<file path="config.mk">
export PLATFORM = sky130hd
export DESIGN_NAME = dma2d_addr_gen
export DESIGN_NICKNAME = d
export VERILOG_FILES = /design/src/rtl/dma2d_pkg.sv /design/src/rtl/dma2d_rst_sync.sv /design/src/rtl/dma2d_regs.sv /design/src/rtl/dma2d_seq.sv /design/src/rtl/dma2d_addr_gen.sv
export SDC_FILE = /design/constraint.sdc
export NUM_CORES = 1
export LEC_CHECK = 0
export CORE_ASPECT_RATIO = 0.5
export CORE_MARGIN = 5
export CORE_UTILIZATION = 25
export DETAILED_ROUTE_END_ITERATION = 12
export SYNTH_ARGS = -nofsm -noshare
export SYNTH_HDL_FRONTEND = slang
export SYNTH_SLANG_ARGS = --single-unit
export TNS_END_PERCENT = 10
</file>
<file path="constraint.sdc">
create_clock -name clk -period 3.55 [get_ports clk]
set_input_delay 0.71 -clock clk [delete_from_list [all_inputs] [get_ports clk]]
set_output_delay 0.71 -clock clk [all_outputs]
set_load 0.02 [all_outputs]
</file>
<file path="src/rtl/dma2d_pkg.sv">
package dma2d_pkg;

  // register select codes on the write port
  typedef enum logic [2:0] {
    SEL_BASE   = 3'd0,
    SEL_STRIDE = 3'd1,
    SEL_WORDS  = 3'd2,
    SEL_BLOCKS = 3'd3,
    SEL_CTRL   = 3'd4,
    SEL_ICLR   = 3'd5
  } reg_sel_e;

  // control word bit positions
  localparam int CTRL_ARM    = 0;
  localparam int CTRL_STRIDE = 1;
  localparam int CTRL_CIRC   = 2;

  // interrupt status bit positions (also clear-mask positions)
  localparam int IRQ_BLK  = 0;
  localparam int IRQ_DONE = 1;
  localparam int NUM_IRQ  = 2;

  typedef struct packed {
    logic strided;
    logic circular;
  } mode_t;

endpackage

</file>
<file path="src/rtl/dma2d_rst_sync.sv">
module dma2d_rst_sync #(
  parameter int STAGES = 2
) (
  input  logic clk,
  input  logic rst_n,
  output logic rst_sync_n
);

  logic [STAGES-1:0] chain_q;

  always_ff @(posedge clk or negedge rst_n) begin
    if (!rst_n) begin
      chain_q <= '0;
    end else begin
      chain_q <= {chain_q[STAGES-2:0], 1'b1};
    end
  end

  assign rst_sync_n = chain_q[STAGES-1];

endmodule

</file>
<file path="src/rtl/dma2d_regs.sv">
module dma2d_regs
  import dma2d_pkg::*;
#(
  parameter int ADDR_W = 16,
  parameter int CNT_W  = 8
) (
  input  logic               clk,
  input  logic               rst_n,
  input  logic               wr_en,
  input  logic [2:0]         wr_sel,
  input  logic [ADDR_W-1:0]  wr_data,
  input  logic               running,
  input  logic               blk_end,
  input  logic [NUM_IRQ-1:0] evt_set,
  output logic [ADDR_W-1:0]  base_q,
  output logic [ADDR_W-1:0]  stride_q,
  output logic [CNT_W-1:0]   words_q,
  output logic [CNT_W-1:0]   blocks_q,
  output mode_t              mode_q,
  output logic               arm,
  output logic               base_pend_q,
  output logic [NUM_IRQ-1:0] irq_q
);

  logic [ADDR_W-1:0] base_d, stride_d;
  logic [CNT_W-1:0]  words_d, blocks_d;
  mode_t             mode_d;
  logic              base_pend_d;
  logic              hit_base, hit_stride, hit_words, hit_blocks, hit_ctrl, hit_iclr;
  logic [NUM_IRQ-1:0] irq_d;

  // address decode
  always_comb begin
    hit_base   = wr_en && (wr_sel == SEL_BASE);
    hit_stride = wr_en && (wr_sel == SEL_STRIDE);
    hit_words  = wr_en && (wr_sel == SEL_WORDS);
    hit_blocks = wr_en && (wr_sel == SEL_BLOCKS);
    hit_ctrl   = wr_en && (wr_sel == SEL_CTRL);
    hit_iclr   = wr_en && (wr_sel == SEL_ICLR);
    arm        = hit_ctrl && wr_data[CTRL_ARM];
  end

  // configuration next state
  always_comb begin
    base_d   = base_q;
    stride_d = stride_q;
    words_d  = words_q;
    blocks_d = blocks_q;
    mode_d   = mode_q;
    if (hit_base)   base_d   = wr_data;
    if (hit_stride) stride_d = wr_data;
    if (hit_words)  words_d  = wr_data[CNT_W-1:0];
    if (hit_blocks) blocks_d = wr_data[CNT_W-1:0];
    if (hit_ctrl) begin
      mode_d.strided  = wr_data[CTRL_STRIDE];
      mode_d.circular = wr_data[CTRL_CIRC];
    end
  end

  // pending-base flag: a base written mid-run overrides the next stride step
  always_comb begin
    base_pend_d = base_pend_q;
    if (arm) begin
      base_pend_d = 1'b0;
    end else if (hit_base && running) begin
      base_pend_d = 1'b1;
    end else if (blk_end) begin
      base_pend_d = 1'b0;
    end
  end

  always_ff @(posedge clk or negedge rst_n) begin
    if (!rst_n) begin
      base_q   <= '0;
      stride_q <= '0;
      words_q  <= '0;
      blocks_q <= '0;
      mode_q   <= '0;
    end else if (wr_en) begin
      base_q   <= base_d;
      stride_q <= stride_d;
      words_q  <= words_d;
      blocks_q <= blocks_d;
      mode_q   <= mode_d;
    end
  end

  always_ff @(posedge clk or negedge rst_n) begin
    if (!rst_n) begin
      base_pend_q <= 1'b0;
    end else if (wr_en || blk_end) begin
      base_pend_q <= base_pend_d;
    end
  end

  // sticky interrupt status, one slice per source; set wins over clear
  for (genvar i = 0; i < NUM_IRQ; i++) begin : g_irq
    logic clr_i;
    assign clr_i    = hit_iclr && wr_data[i];
    assign irq_d[i] = evt_set[i] || (irq_q[i] && !clr_i);

    always_ff @(posedge clk or negedge rst_n) begin
      if (!rst_n) begin
        irq_q[i] <= 1'b0;
      end else if (evt_set[i] || clr_i) begin
        irq_q[i] <= irq_d[i];
      end
    end
  end

endmodule

</file>
<file path="src/rtl/dma2d_seq.sv">
module dma2d_seq
  import dma2d_pkg::*;
#(
  parameter int ADDR_W     = 16,
  parameter int CNT_W      = 8,
  parameter int WORD_BYTES = 4
) (
  input  logic              clk,
  input  logic              rst_n,
  input  logic              arm,
  input  logic              adv,
  input  mode_t             mode,
  input  logic [ADDR_W-1:0] base,
  input  logic [ADDR_W-1:0] stride,
  input  logic [CNT_W-1:0]  words,
  input  logic [CNT_W-1:0]  blocks,
  input  logic              base_pend,
  output logic [ADDR_W-1:0] addr_q,
  output logic              run_q,
  output logic              blk_end,
  output logic              done_evt
);

  localparam logic [ADDR_W-1:0] STEP = ADDR_W'(WORD_BYTES);

  logic [ADDR_W-1:0] addr_d, start_q, start_d, next_start;
  logic [CNT_W-1:0]  wcnt_q, wcnt_d, wlast_q, wlast_d;
  logic [CNT_W-1:0]  bcnt_q, bcnt_d, blast_q, blast_d;
  logic              run_d, step, last_word, last_block, upd;

  always_comb begin
    step       = run_q && adv && !arm;
    last_word  = (wcnt_q == wlast_q);
    last_block = (bcnt_q == blast_q);
    blk_end    = step && last_word;
    done_evt   = blk_end && mode.strided && last_block;
    next_start = base_pend ? base : (start_q + stride);
    upd        = arm || step;
  end

  always_comb begin
    addr_d  = addr_q;
    start_d = start_q;
    wcnt_d  = wcnt_q;
    wlast_d = wlast_q;
    bcnt_d  = bcnt_q;
    blast_d = blast_q;
    run_d   = run_q;
    if (arm) begin
      addr_d  = base;
      start_d = base;
      wcnt_d  = '0;
      bcnt_d  = '0;
      wlast_d = words;
      blast_d = blocks;
      run_d   = 1'b1;
    end else if (step) begin
      if (!last_word) begin
        addr_d = addr_q + STEP;
        wcnt_d = wcnt_q + 1'b1;
      end else begin
        wcnt_d  = '0;
        wlast_d = words;
        if (!mode.strided) begin
          addr_d  = base;
          start_d = base;
          run_d   = mode.circular;
        end else if (last_block) begin
          run_d = 1'b0;
        end else begin
          addr_d  = next_start;
          start_d = next_start;
          bcnt_d  = bcnt_q + 1'b1;
        end
      end
    end
  end

  always_ff @(posedge clk or negedge rst_n) begin
    if (!rst_n) begin
      addr_q  <= '0;
      start_q <= '0;
      wcnt_q  <= '0;
      wlast_q <= '0;
      bcnt_q  <= '0;
      blast_q <= '0;
      run_q   <= 1'b0;
    end else if (upd) begin
      addr_q  <= addr_d;
      start_q <= start_d;
      wcnt_q  <= wcnt_d;
      wlast_q <= wlast_d;
      bcnt_q  <= bcnt_d;
      blast_q <= blast_d;
      run_q   <= run_d;
    end
  end

endmodule

</file>
<file path="src/rtl/dma2d_addr_gen.sv">
module dma2d_addr_gen
  import dma2d_pkg::*;
#(
  parameter int ADDR_W     = 16,
  parameter int CNT_W      = 8,
  parameter int WORD_BYTES = 4
) (
  input  logic              clk,
  input  logic              rst_n,
  input  logic              wr_en,
  input  logic [2:0]        wr_sel,
  input  logic [ADDR_W-1:0] wr_data,
  input  logic              adv,
  output logic [ADDR_W-1:0] addr,
  output logic              addr_valid,
  output logic              irq_blk,
  output logic              irq_done,
  output logic              irq_any
);

  logic              rst_sync_n;
  logic [ADDR_W-1:0] base_q, stride_q;
  logic [CNT_W-1:0]  words_q, blocks_q;
  mode_t             mode_q;
  logic              arm, base_pend_q, blk_end, done_evt, run_q;
  logic [NUM_IRQ-1:0] irq_q, evt_set;

  dma2d_rst_sync #(.STAGES(2)) u_rst (
    .clk        (clk),
    .rst_n      (rst_n),
    .rst_sync_n (rst_sync_n)
  );

  assign evt_set[IRQ_BLK]  = blk_end;
  assign evt_set[IRQ_DONE] = done_evt;

  dma2d_regs #(.ADDR_W(ADDR_W), .CNT_W(CNT_W)) u_regs (
    .clk         (clk),
    .rst_n       (rst_sync_n),
    .wr_en       (wr_en),
    .wr_sel      (wr_sel),
    .wr_data     (wr_data),
    .running     (run_q),
    .blk_end     (blk_end),
    .evt_set     (evt_set),
    .base_q      (base_q),
    .stride_q    (stride_q),
    .words_q     (words_q),
    .blocks_q    (blocks_q),
    .mode_q      (mode_q),
    .arm         (arm),
    .base_pend_q (base_pend_q),
    .irq_q       (irq_q)
  );

  dma2d_seq #(.ADDR_W(ADDR_W), .CNT_W(CNT_W), .WORD_BYTES(WORD_BYTES)) u_seq (
    .clk       (clk),
    .rst_n     (rst_sync_n),
    .arm       (arm),
    .adv       (adv),
    .mode      (mode_q),
    .base      (base_q),
    .stride    (stride_q),
    .words     (words_q),
    .blocks    (blocks_q),
    .base_pend (base_pend_q),
    .addr_q    (addr),
    .run_q     (run_q),
    .blk_end   (blk_end),
    .done_evt  (done_evt)
  );

  assign addr_valid = run_q;
  assign irq_blk    = irq_q[IRQ_BLK];
  assign irq_done   = irq_q[IRQ_DONE];
  assign irq_any    = |irq_q;

endmodule

</file>
Word level (Yosys, flattened, before mapping)
Index checks and enable logic that the tools add are counted.
- multiplexer cells: 28
- add/subtract/negate cells: 4
- equal/unequal tests: 11
- reductions and logical operators: 45
- operators by type and width (cell ; number):
    16-bit 2-to-1 mux ; 9
    8-bit 2-to-1 mux ; 11
    1-bit logical AND ; 17
    16-bit adder ; 1
    16-bit by 3-bit adder with 16-bit output, second input constant ; 1
    8-bit by 1-bit adder with 8-bit output, second input constant ; 2
    8-bit equality test ; 2
    2-bit AND reduction ; 8
    1-bit 2-to-1 mux ; 8
    4-bit AND reduction ; 2
    3-bit by 2-bit equality test with 1-bit output, second input constant ; 2
    3-bit equality test, second input constant ; 2
    1-bit logical OR ; 6
    3-bit AND reduction ; 2
    2-bit nonzero test ; 3
    5-bit AND reduction ; 1
    4-bit by 3-bit != test with 1-bit output, second input constant ; 1
    3-bit by 1-bit equality test with 1-bit output, second input constant ; 1
    1-bit logical NOT ; 3
    3-bit logical NOT ; 1
    3-bit by 1-bit != test with 1-bit output, second input constant ; 1
    3-bit by 2-bit != test with 1-bit output, second input constant ; 1
    3-bit nonzero test ; 1
    2-bit by 1-bit != test with 1-bit output, second input constant ; 1
    2-bit OR reduction ; 1
- flip-flop bits (word level): 120

Depth between registers and ports, before layout
- word-level depth: 9
- depth in mapped cells: 9
- depth with buffers taken out: 9

By module
Synthesis repeated with hierarchy kept, for this count alone.
- cell total of the unflattened synthesis: 657
- area, all modules: 6786.5 µm²
- modules (own cells, without submodules) (module ; instances ; seq. area each (µm²) ; area each (µm²) ; cells an instance):
    dma2d_seq ; 1 ; 1626.6 ; 4673.2 ; 531
    dma2d_regs ; 1 ; 1326.3 ; 2053.2 ; 122
    dma2d_rst_sync ; 1 ; 50.0 ; 53.8 ; 3
    dma2d_addr_gen ; 1 ; 0.0 ; 6.3 ; 1

Worst setup path before layout
Ideal clock, no wire load.
- path kind: input port to flip-flop
- start point: input wr_sel[0]
- end point: register u_seq.wlast_q[0]
- path buffers: 2
- cell stages on the path: 6
- data arrival time: 1.995 ns
- path slack: 1.431 ns
- cells stage by stage: buf_2 and4bb_2 nand2_1 buf_2 nand2_1 mux2_2
- cells in the longest elaborated chain, start to end: 7
- RTL lines (element ; RTL line ; source):
    from (decl) ; dma2d_addr_gen.sv:11 ; input logic [2:0] wr_sel,
    3-bit equality test (*) ; dma2d_regs.sv:38 ; hit_ctrl = wr_en && (wr_sel == SEL_CTRL);
    1-bit logical AND (*) ; dma2d_regs.sv:38 ;
    1-bit logical AND (*) ; dma2d_regs.sv:40 ; arm = hit_ctrl && wr_data[CTRL_ARM];
    1-bit logical NOT ; dma2d_seq.sv:32 ; step = run_q && adv && !arm;
    1-bit logical AND ; dma2d_seq.sv:32 ;
    2-bit nonzero test (no line) / 1-bit logical OR (equally long branches) ; -- ;
    3-bit AND reduction (no line) ; -- ;
    to (signal assigned) ; dma2d_seq.sv:92 ; wlast_q <= wlast_d;
    to (decl) ; dma2d_seq.sv:27 ; logic [CNT_W-1:0] wcnt_q, wcnt_d, wlast_q, wlast_d;
Mark *: on every way between the ends. The rest lies on a longest branch, timed or not.
A chain may end at the register's enable or synchronous reset.

Final worst setup path
- start point: register u_regs.stride_q[0]
- end point: register u_seq.addr_q[14]
- cells in the longest elaborated chain, start to end: 7
- RTL lines (element ; RTL line ; source):
    from (decl) ; dma2d_regs.sv:16 ; output logic [ADDR_W-1:0] stride_q,
    from (signal assigned) ; dma2d_regs.sv:81 ; stride_q <= stride_d;
    16-bit adder ; dma2d_seq.sv:37 ; next_start = base_pend ? base : (start_q + stride);
    16-bit 2-to-1 mux ; dma2d_seq.sv:37 ;
    16-bit 2-to-1 mux ; dma2d_seq.sv:68 ; end else if (last_block) begin
    16-bit 2-to-1 mux ; dma2d_seq.sv:64 ; if (!mode.strided) begin
    16-bit 2-to-1 mux ; dma2d_seq.sv:58 ; if (!last_word) begin
    16-bit 2-to-1 mux ; dma2d_seq.sv:57 ; end else if (step) begin
    16-bit 2-to-1 mux ; dma2d_seq.sv:49 ; if (arm) begin
    to (signal assigned) ; dma2d_seq.sv:89 ; addr_q <= addr_d;
    to (decl) ; dma2d_seq.sv:18 ; output logic [ADDR_W-1:0] addr_q,
Every way passes these cells. The select of a mux whose other input is x is not followed.

==> results.toml <==
[critical_path]
start_kind = "flip-flop"
cp.buffers_inverters = 1
end_kind = "flip-flop"
worst-setup-path-type = "flip-flop to flip-flop"
worstPathArrival_ns = 2.94
critical_path.cell_chain = "ha_1, inv_1, fa_1, nor2b_1, o31ai_4, a21oi_1, o21ai_0, mux2i_1, a221oi_2"
worst-path-max-fanout = 5
cp.depth = 9
slowest_stage = "a21oi_1"
r2r.worst_path.cells = 9
cp.required_ns = 3.89
crit_family = "compound AO/OA/AOI/OAI gates"
slowest_delay_ns = 0.42

[logic_synthesis]
syn_inst = 666
synth_edf_count = 0
yosysSeqAreaShare_pct = 44.0
netlist_area_um2 = 6830
synth_top_area_share_pct = 44.0
synth_ff_type = "dfrtp_1"
syn_avg_cell_area_um2 = 10.2
synth_cell_type_count = 75
yosys_warnings = 0
synth_area_leaders = "dfrtp_1 (44%), mux2_2 (9.2%), nand2_1 (4.0%)"
async_flop_share_pct = 100
ys_seq_elements = 120
synth_nets = 708
synth_top_area_cell = "dfrtp_1"

[timing]
finalSetupViolations = 0
period_needed_ns = 2.60
fmax_mhz = 385
finalSetupTns_ns = 0
tightestPinTransition_ns = 0.717
holdWs_ns = 0.354
min_period_over_period_pct = 73.2
hold_viol_final = 0
slew-limit-headroom_pct = 52.1
rsz0062_at_grt = "false"
worst_slack_ns = 0.952
fin_skew_ns = 0.00821
drv_slew = 0

[floorplan]
io_pins = 43
die_height_um = 127
coreArea_um2 = 26600
initial_core_util_pct = 25.6
row_count = 42
dieArea_um2 = 30900
die_x_um = 244

[detailed_routing]
drt_wl_total_um = 18500
drtIter0Drc = 421
drc = 0
vias_per_cell = 5.00
ant_nets = 0
drt_pre_antenna_iters = 7
num_vias = 5340
wl_per_cell_um = 17.3

[finish]
ff_latch_area_um2 = 3010
fin_nets = 745
diodes = 0
syn_to_final_growth_pct = 19.9
fillerInstances = 2657
drive_above_1_share_pct = 17.7
multi_input_area_um2 = 3610

[min_path]
worst_hold_path_type = "flip-flop to flip-flop"
holdPathStages = 0

[grt]
gr-usage-met1_pct = 18.0
grt_max_degree = 71
grt_pass1_wl_um = 30500
antenna_found_initial = 0
top_usage_layer = "met2"
grtUsageTotal_pct = 12.4
use_met2_pct = 18.1
grt_pass1_vias = 5302
grt_overflow_total = 0
met3_usage_pct = 3.11

[power]
switchingPower_mw = 2.67
switching_share_pct = 40.2
combPwrFrac_pct = 41.1
p_per_area_nw_per_um2 = 813
p_seq_share_pct = 33.7
leakage_nw = 3.40
power.internal_mw = 3.98
clockPowerShare_pct = 25.2
ir_drop_v = 0.000406

[clock_tree]
clockBufferDepth = 2
cts_hold_buf = 0
clock_sink_count = 120
cts_max_level = 4
cts_root_buf = "clkbuf_16"
cts_tree = "built"
cts_setup_buffers = 0
path_clk_slew_ns = 0.06
cts_buffers = 17
cts_resized = 0
clock_latency_ns = 0.43

[placement]
place.gp.congestion = 0.882
placement.setup.worst_slack_ns = 0.567
numPortBuffers = 42
dp_hpwl_um = 13500

[outcome]
status = "finished clean"

[flow_run]
cap_violations = 0
-- power groups by stage --
stage	clock [mW]	combinational (mW)	sequential (mW)
after floorplan	0	1.88	2.21
after global placement	0	2.67	2.25
after detailed placement	0	2.70	2.26
after CTS	1.70	2.73	2.24
after global routing	1.77	3.01	2.30
final	1.68	2.73	2.24
-- worst reg2reg max path: stages, from the launching register on --
cell and delay (ns):
dfrtp_1 0.37, ha_1 0.19, inv_1 0.06, fa_1 0.41, nor2b_1 0.25, o31ai_4 0.11
a21oi_1 0.42, o21ai_0 0.25, mux2i_1 0.20, a221oi_2 0.25
-- sequential cells by signal, indices dropped and copies added, names as in the netlist --
signal and flops:
u_regs.base_pend_q 1, u_regs.base_q 16, u_regs.blocks_q 8, u_regs.irq_q 2
u_regs.mode_q 2, u_regs.stride_q 16, u_regs.words_q 8, u_rst.chain_q 2
u_seq.addr_q 16, u_seq.bcnt_q 8, u_seq.blast_q 8, u_seq.run_q 1
u_seq.start_q 16, u_seq.wcnt_q 8, u_seq.wlast_q 8
-- synthesized netlist by cell type, types with 3 or more instances --
master       n
a21oi_1     49
mux2i_1     17
inv_1        7
nand2_1     72
clkbuf_1     9
xnor2_1     12
o31ai_1      3
o21ai_0     28
nand4_1     20
nor3_1       4
nor2_1      42
ha_1        18
and3_1       7
a211o_1      3
nor3b_1      4
a22oi_1      3
nand3_1     24
and4_1       5
o22ai_1      4
o21a_1       7
mux2_2      56
xor2_1      16
o311ai_0     4
o2111ai_1    3
or3_1        7
buf_6        4
dfrtp_1    120
buf_2       17
a31oi_1     12
nand2b_1     9
and2_1       6
a21o_1      10
a211oi_1     4
o211ai_1     7
-- layout by cell type, fill, tap and decap left out, types with 3 or more instances in the layout --
cell type        instances
nor2_1                  42
nand4_1                 20
o21a_1                   7
clkbuf_16               17
clkinvlp_4               6
dfrtp_1                119
or3_1                    7
o21ai_0                 28
buf_4                    8
a21o_1                  10
mux2_2                  56
nand2b_1                 9
o31ai_1                  3
o211ai_1                 7
a31oi_1                 12
inv_6                    3
a22oi_1                  3
mux2i_1                 17
o22ai_1                  4
xnor2_1                 12
a211o_1                  3
xor2_1                  16
nand2_1                 72
clkdlybuf4s50_1         42
nand3_1                 24
and2_1                   6
o311ai_0                 4
nor3b_1                  4
and3_1                   7
o2111ai_1                3
a21oi_1                 49
and4_1                   5
inv_1                    7
a211oi_1                 4
ha_1                    18
nor3_1                   3
-- path summary, 6_finish.rpt --
path | from | end | slack, ns
max in group asynchronous | u_rst.chain_q[1]$_DFF_PN0_ | u_regs.base_q[13]$_DFFE_PN0P_ | 2.36
min in group asynchronous | u_rst.chain_q[1]$_DFF_PN0_ | u_regs.irq_q[1]$_DFFE_PN0P_ | 0.36
hold reg to reg | u_rst.chain_q[0]$_DFF_PN0_ | u_rst.chain_q[1]$_DFF_PN0_ | 0.35
setup reg to reg | u_regs.stride_q[0]$_DFFE_PN0P_ | u_seq.addr_q[14]$_DFFE_PN0P_ | 0.95
hold / removal | u_rst.chain_q[0]$_DFF_PN0_ | u_rst.chain_q[1]$_DFF_PN0_ | 0.35
setup / recovery | u_regs.stride_q[0]$_DFFE_PN0P_ | u_seq.addr_q[14]$_DFFE_PN0P_ | 0.95
-- layout make-up --
| type | count | share of cell area [%] |
|---|---|---|
| Clock buffer | 20 | 5.58 |
| Clock inverter | 12 | 1.45 |
| Inverter | 7 | 0.321 |
| Multi-Input combinational cell | 505 | 44.2 |
| Sequential cell | 120 | 36.7 |
| Tap cell | 352 | 5.38 |
| Timing Repair Buffer | 52 | 6.36 |
-- per-layer routing --
metal	vias up	part of all wire, %
li1	2520	-
met1	2655	49
met2	145	44
met3	20	5.9
met4	0	1.3
met5	-	0
-- metrics by stage --
stage | power [mW] | util, % | std cells | cell area, µm²
3_5_place_dp | 4.96 | 28.6 | 1036 | 7610
6_report | 6.65 | 30.7 | 1068 | 8180
2_1_floorplan | 4.09 | - | 666 | 6830
5_1_grt | 7.08 | 30.7 | 1068 | 8180
4_1_cts | 6.67 | 30.7 | 1068 | 8180
3_3_place_gp | 4.92 | 28.6 | 1036 | 7610
-- cell families after synthesis --
family	after synthesis	share of synthesized area (%)
other cells	1	0.0549
fa+ha+maj	19	3.59
simple gates	226	17.9
flops	120	44.0
compound gates	157	15.7
buf+inv	41	3.12
mux	73	11.7
xor+xnor	29	3.83
Note: power is estimated with default switching activity, not from simulation.
